File: src/rtl/sdram_seq_pkg.sv
package sdram_seq_pkg;

    typedef enum logic [3:0] {
        ST_IDLE,
        ST_ACT,
        ST_GAP,
        ST_RCMD,
        ST_RTURN,
        ST_RDATA,
        ST_WCMD,
        ST_WDATA,
        ST_WTERM,
        ST_END
    } seq_state_t;

    // {csn, rasn, casn, wen}, all active low
    localparam logic [3:0] CMD_ACT   = 4'b0011;
    localparam logic [3:0] CMD_READ  = 4'b0101;
    localparam logic [3:0] CMD_WRITE = 4'b0100;
    localparam logic [3:0] CMD_BTERM = 4'b0110;
    localparam logic [3:0] CMD_NOP   = 4'b0111;
    localparam logic [3:0] CMD_DESEL = 4'b1111;

endpackage

File: src/rtl/sdram_seq_fsm.sv
module sdram_seq_fsm
    import sdram_seq_pkg::*;
(
    input  logic       clk,
    input  logic       rst_n,
    input  logic       req_valid,
    input  logic       is_write,
    input  logic       last_beat,
    output seq_state_t state
);

    seq_state_t state_nx;

    always_ff @(posedge clk or negedge rst_n) begin
        if (!rst_n) state <= ST_IDLE;
        else        state <= state_nx;
    end

    always_comb begin
        state_nx = state;
        unique case (state)
            ST_IDLE:  if (req_valid) state_nx = ST_ACT;
            ST_ACT:   state_nx = ST_GAP;
            ST_GAP:   state_nx = is_write ? ST_WCMD : ST_RCMD;
            ST_RCMD:  state_nx = ST_RTURN;
            ST_RTURN: state_nx = ST_RDATA;
            ST_RDATA: if (last_beat) state_nx = ST_END;
            ST_WCMD:  state_nx = ST_WDATA;
            ST_WDATA: if (last_beat) state_nx = ST_WTERM;
            ST_WTERM: state_nx = ST_END;
            ST_END:   state_nx = ST_IDLE;
            default:  state_nx = ST_IDLE;
        endcase
    end

endmodule

File: src/rtl/sdram_seq_beats.sv
module sdram_seq_beats #(
    parameter int CNT_W = 8
) (
    input  logic             clk,
    input  logic             rst_n,
    input  logic             load,
    input  logic [CNT_W-1:0] load_val,
    input  logic             dec,
    output logic             last
);

    logic [CNT_W-1:0] left;

    always_ff @(posedge clk or negedge rst_n) begin
        if (!rst_n)    left <= '0;
        else if (load) left <= load_val;
        else if (dec)  left <= left - 1'b1;
    end

    assign last = (left <= CNT_W'(1));

endmodule

File: src/rtl/sdram_seq_rdcap.sv
module sdram_seq_rdcap #(
    parameter int BUS_W = 16
) (
    input  logic             clk,
    input  logic             rst_n,
    input  logic             sample,
    input  logic [BUS_W-1:0] bus_in,
    output logic [BUS_W-1:0] data,
    output logic             valid
);

    always_ff @(posedge clk or negedge rst_n) begin
        if (!rst_n) begin
            data  <= '0;
            valid <= 1'b0;
        end else begin
            valid <= sample;
            if (sample) data <= bus_in;
        end
    end

endmodule

File: src/rtl/sdram_seq.sv
module sdram_seq
    import sdram_seq_pkg::*;
#(
    parameter int BUS_W = 16,
    parameter int CNT_W = 8
) (
    input  logic             clk,
    input  logic             rst_n,
    input  logic             req_valid,
    input  logic             req_write,
    input  logic [BUS_W-1:0] req_row,
    input  logic [BUS_W-1:0] req_col,
    input  logic [CNT_W-1:0] req_count,
    input  logic [BUS_W-1:0] wr_data,
    output logic             wr_ready,
    output logic [BUS_W-1:0] rd_data,
    output logic             rd_valid,
    output logic             done,
    output logic             busy,
    output logic             sd_cke,
    output logic             sd_csn,
    output logic             sd_rasn,
    output logic             sd_casn,
    output logic             sd_wen,
    output logic [1:0]       sd_dqm,
    output logic [BUS_W-1:0] ad_out,
    output logic             ad_oe,
    input  logic [BUS_W-1:0] ad_in
);

    localparam int          RD_MAX   = 2;
    localparam logic [1:0]  DQM_OFF  = 2'b11;
    localparam logic [1:0]  DQM_ON   = 2'b00;

    seq_state_t       state;
    logic             accept;
    logic             write_q;
    logic [BUS_W-1:0] row_q;
    logic [BUS_W-1:0] col_q;
    logic [CNT_W-1:0] beats;
    logic             last_beat;
    logic [3:0]       cmd;

    assign accept = (state == ST_IDLE) && req_valid;

    always_comb begin
        if (req_write)
            beats = (req_count == '0) ? CNT_W'(1) : req_count;
        else
            beats = (req_count >= CNT_W'(RD_MAX)) ? CNT_W'(RD_MAX) : CNT_W'(1);
    end

    always_ff @(posedge clk or negedge rst_n) begin
        if (!rst_n) begin
            write_q <= 1'b0;
            row_q   <= '0;
            col_q   <= '0;
        end else if (accept) begin
            write_q <= req_write;
            row_q   <= req_row;
            col_q   <= req_col;
        end
    end

    sdram_seq_fsm u_fsm (
        .clk       (clk),
        .rst_n     (rst_n),
        .req_valid (req_valid),
        .is_write  (write_q),
        .last_beat (last_beat),
        .state     (state)
    );

    sdram_seq_beats #(.CNT_W(CNT_W)) u_beats (
        .clk      (clk),
        .rst_n    (rst_n),
        .load     (accept),
        .load_val (beats),
        .dec      ((state == ST_RDATA) || (state == ST_WDATA)),
        .last     (last_beat)
    );

    sdram_seq_rdcap #(.BUS_W(BUS_W)) u_rdcap (
        .clk    (clk),
        .rst_n  (rst_n),
        .sample (state == ST_RDATA),
        .bus_in (ad_in),
        .data   (rd_data),
        .valid  (rd_valid)
    );

    // Output decode
    always_comb begin
        cmd      = CMD_NOP;
        sd_dqm   = DQM_OFF;
        ad_out   = '0;
        ad_oe    = 1'b0;
        wr_ready = 1'b0;
        done     = 1'b0;
        busy     = 1'b1;
        unique case (state)
            ST_IDLE: begin
                cmd  = CMD_DESEL;
                busy = 1'b0;
            end
            ST_ACT: begin
                cmd    = CMD_ACT;
                ad_out = row_q;
                ad_oe  = 1'b1;
            end
            ST_GAP: begin
                ad_out = row_q;
                ad_oe  = 1'b1;
            end
            ST_RCMD: begin
                cmd    = CMD_READ;
                ad_out = col_q;
                ad_oe  = 1'b1;
                sd_dqm = DQM_ON;
            end
            ST_RTURN, ST_RDATA: begin
                sd_dqm = DQM_ON;
            end
            ST_WCMD: begin
                cmd    = CMD_WRITE;
                ad_out = col_q - 1'b1;
                ad_oe  = 1'b1;
            end
            ST_WDATA: begin
                ad_out   = wr_data;
                ad_oe    = 1'b1;
                sd_dqm   = DQM_ON;
                wr_ready = 1'b1;
            end
            ST_WTERM: begin
                cmd = CMD_BTERM;
            end
            ST_END: begin
                cmd  = CMD_DESEL;
                done = 1'b1;
            end
            default: begin
                cmd  = CMD_DESEL;
                busy = 1'b0;
            end
        endcase
    end

    assign sd_cke = 1'b1;
    assign {sd_csn, sd_rasn, sd_casn, sd_wen} = cmd;

endmodule

File: config.mk
export PLATFORM = sky130hd
export DESIGN_NAME = sdram_seq
export DESIGN_NICKNAME = d
export VERILOG_FILES = /design/src/rtl/sdram_seq_pkg.sv /design/src/rtl/sdram_seq_fsm.sv /design/src/rtl/sdram_seq_beats.sv /design/src/rtl/sdram_seq_rdcap.sv /design/src/rtl/sdram_seq.sv
export SDC_FILE = /design/constraint.sdc
export NUM_CORES = 1
export LEC_CHECK = 0
export ABC_AREA = 1
export BUFFER_PORTS_ARGS = -buffer_cell sky130_fd_sc_hd__buf_2
export CORE_MARGIN = 2
export CORE_UTILIZATION = 45
export DETAILED_ROUTE_END_ITERATION = 16
export GPL_ROUTABILITY_DRIVEN = 0
export PLACE_DENSITY = 0.78
export SETUP_SLACK_MARGIN = 0.4
export SYNTH_ARGS = -nofsm -noshare
export SYNTH_HDL_FRONTEND = slang
export SYNTH_SLANG_ARGS = --single-unit
File: constraint.sdc
create_clock -name clk -period 2.4 [get_ports clk]
set_clock_uncertainty 0.2 [all_clocks]
set_input_delay 0.48 -clock clk [delete_from_list [all_inputs] [get_ports clk]]
set_output_delay 0.48 -clock clk [all_outputs]
set_load 0.01 [all_outputs]
==> results.toml <==
[status]
status = "complete, but fails checks"
violations = "negative setup slack"

[timing]
rsz0062_at_grt = "true"
max_freq_mhz = 402
setup_tns_ps = -351
period_share_pct = 104
setup_slack_ps = -89.7
finalCriticalPeriod_ps = 2490
hold_violations = 0
setup_viol = 14
slew_violations = 0

[grt]
grt_max_degree = 63
first_global_vias = 3937
grt_usage_pct = 25.4
antenna_found_initial = 0
gr-total-overflow = 0
grt_pass1_wl_um = 17600

[synthesis]
seq_area_frac_synth_pct = 42.9
synth.avg_cell_area_um2 = 6.90
synth_seq_cells = 62
syn_nets = 603
post_synth_instance_area_mm2 = 0.00362
yosysUniqueCellTypes = 30
netlist_instances = 524
ys_warn_count = 0

[route]
drt_iter0_drc = 264
vias_per_cell = 5.31
dr.pass1.iters = 6
vias = 4202
drc = 0
drt-total-wl_um = 11900
post_drt_wl_per_cell_um = 15.0
ant_nets = 0

[floorplanning]
initial_utilization_pct = 46.6
dieArea_mm2 = 0.00877
coreArea_mm2 = 0.00777
die_x_um = 93.6
boundaryPins = 120
rows = 32
die_h_um = 93.6

[cts]
cts_tree = "done"
cts.sinks = 62
cts_made_buffers = 9
clk_transition_reported_paths_ps = 80
cts-root-buf = "clkbuf_8"
clock_latency_ps = 350
clockBufferDepth = 2
cts_max_level = 3

[setup_path]
crit_required_ps = 1720
cpMostUsedCell = "nand2_1"
cp.arrival_ps = 1810
max_stage_delay_ps = 510
critPathSlowestCell = "dfrtp_2"
crit_buf_inv = 2
end_kind = "primary output"
critPathTopFamily = "simple AND/OR/NAND/NOR gates"
worstSetupStartpointType = "flip-flop"
path_cells = "nand2_4 > nor3_4 > buf_6 > nand2_1 > nand2_1 > a21oi_1 > nand2_1 > buf_2"
cp_max_fo = 9
crit_type = "flip-flop to primary output"

[final_layout]
finish.utilization_pct = 66.8
drive_above_1_share_pct = 36.4
syn2layout_area_growth_pct = 43.5
diodes = 0
nets = 764

[power_and_ir_drop]
ir_drop_mv = 0.674
leakagePower_nw = 2.85
powerDensity_mw_per_mm2 = 1430

[hold_path]
worstHoldPathType = "input pin to flip-flop"

[placement]
dpl.hpwl_um = 7090
numPortBuffers = 118

[job]
cap_viol_max_count = 0
## where the power goes
| group | total (W) | internal (W) | switching [W] | leakage [nW] |
|---|---|---|---|---|
| logic | 0.00436 | 0.00187 | 0.00249 | 1.98 |
| clock network | 0.000993 | 0.000574 | 0.000419 | 0.106 |
| registers | 0.00207 | 0.00156 | 0.000512 | 0.758 |
## placed cells by master (no fill, tap or decap), types with 2 or more instances in the layout
cell type  instances
nand3_4            2
ha_1               2
a22oi_2            4
nor3_4             2
nand2_2           12
nor2_2             6
a21oi_1            8
dfrtp_2            5
inv_1             33
nor2_1            28
clkinv_2           3
nand3_2            3
inv_4              2
buf_2            112
a21oi_2            4
dfrtp_1           57
nand3_1           41
bufinv_16          2
clkbuf_8           9
nor3_1             2
inv_6              2
buf_4             30
buf_6             20
o21ai_1            3
o21ai_0           24
nand2_4            8
buf_12             3
inv_2              8
nand2_1          223
nand4_1           10
nor2_4             9
## path summary, 6_finish.rpt
kind                                              start                            to  slack, ps  depth (start not counted)
setup / recovery             u_fsm.state[0]$_DFFE_PN0P_                    ad_out[15]        -90                          8
hold / removal                                 ad_in[1]   u_rdcap.data[1]$_DFFE_PN0P_        130                          3
setup reg to reg             u_fsm.state[1]$_DFFE_PN0P_   u_beats.left[3]$_DFFE_PN0P_        430                          8
hold reg to reg            u_rdcap.data[10]$_DFFE_PN0P_  u_rdcap.data[10]$_DFFE_PN0P_        280                          2
max in group asynchronous                         rst_n          col_q[6]$_DFFE_PN0P_       1230                          3
min in group asynchronous                         rst_n   u_beats.left[0]$_DFFE_PN0P_        470                          3
## final cells by class
cell class                      count  area, um2
Timing Repair Buffer              167       1110
Sequential cell                    62       1560
Multi-Input combinational cell    400       2010
Timing Repair inverter              1       8.76
Fill cell                         642       2580
Tap cell                          102        128
Clock inverter                      5       75.1
Clock buffer                       10        128
Inverter                           44        175
## per-layer routing
layer  share of wire [%]  GRT usage, %  routed length [um]
met1                  39          30.5                4590
met2                  49          42.0                5760
met3                 8.0          5.00                 943
met4                 4.7          15.5                 555
met5                   0             0                   0
## flip-flops by register name (all words and copies together), names as in the netlist
| name | flops |
|---|---|
| write_q | 1 |
| u_beats.left | 8 |
| col_q | 16 |
| u_fsm.state | 4 |
| u_rdcap.data | 16 |
| row_q | 16 |
| u_rdcap.valid | 1 |
## metrics by stage
step | cells | setup WS, ps | total power (W) | hold WS, ps | cell area [um2]
after floorplan | 524 | 417 | 0.00405 | -15.6 | 3620
after global placement | 736 | 191 | 0.00497 | 259 | 4320
after detailed placement | 736 | 113 | 0.00507 | 265 | 4320
after CTS | 777 | 42.0 | 0.00661 | 124 | 4870
after global routing | 791 | -151 | 0.00796 | 124 | 5190
final | 791 | -89.7 | 0.00743 | 133 | 5190
## kinds of logic after synthesis
logic type / count (synthesis) / synth area share (%)
AO/OA/AOI/OAI: 48 / 7.20
XOR/XNOR: 1 / 0.242
adder cells (fa/ha/maj): 3 / 1.04
flip-flops: 62 / 42.9
buffers and inverters: 62 / 7.82
other: 1 / 0.104
AND/OR/NAND/NOR: 347 / 40.7
## worst register-to-register path, stage by stage, from the launching register on
cell	delay [ps]
dfrtp_2	470
buf_4	180
nor2_2	240
nand3_4	220
buf_4	280
nand2_1	100
nand2_1	60
nand2_1	60
nand2_1	50
## synth_stat cells
library cell,number,area [um2]
a21oi_1,12,60.1
nor3_1,3,15.0
a22oi_1,4,30.0
clkbuf_1,1,3.75
nand2_2,6,37.5
nand2_4,1,11.3
o21ai_0,26,130
o2111ai_1,1,8.76
and3b_1,1,8.76
nand3_4,1,17.5
dfrtp_1,62,1550
inv_1,38,143
nand2_1,236,886
buf_4,4,30.0
xor2_1,1,8.76
nor3_4,1,16.3
a31oi_1,1,6.26
ha_1,3,37.5
o21ai_1,2,10.0
nand4_1,10,62.6
o31ai_1,1,7.51
buf_6,3,33.8
nor2_1,37,139
conb_1,1,3.75
nor2_2,3,18.8
o211ai_1,1,7.51
nor2_4,3,33.8
buf_2,10,50.1
inv_2,6,22.5
nand3_1,45,225
## repair_timing
item | in CTS | in global routing
setup buffers | 22 | 13
endpoints found under the setup margin | 26 | 51
gates resized for setup | 46 | 50
hold endpoints to repair | 62 | 0
cloned | 3 | 1
hold buffers | 1 | 0
pin swaps | 5 | 10
(Power assumes the default switching activity.)
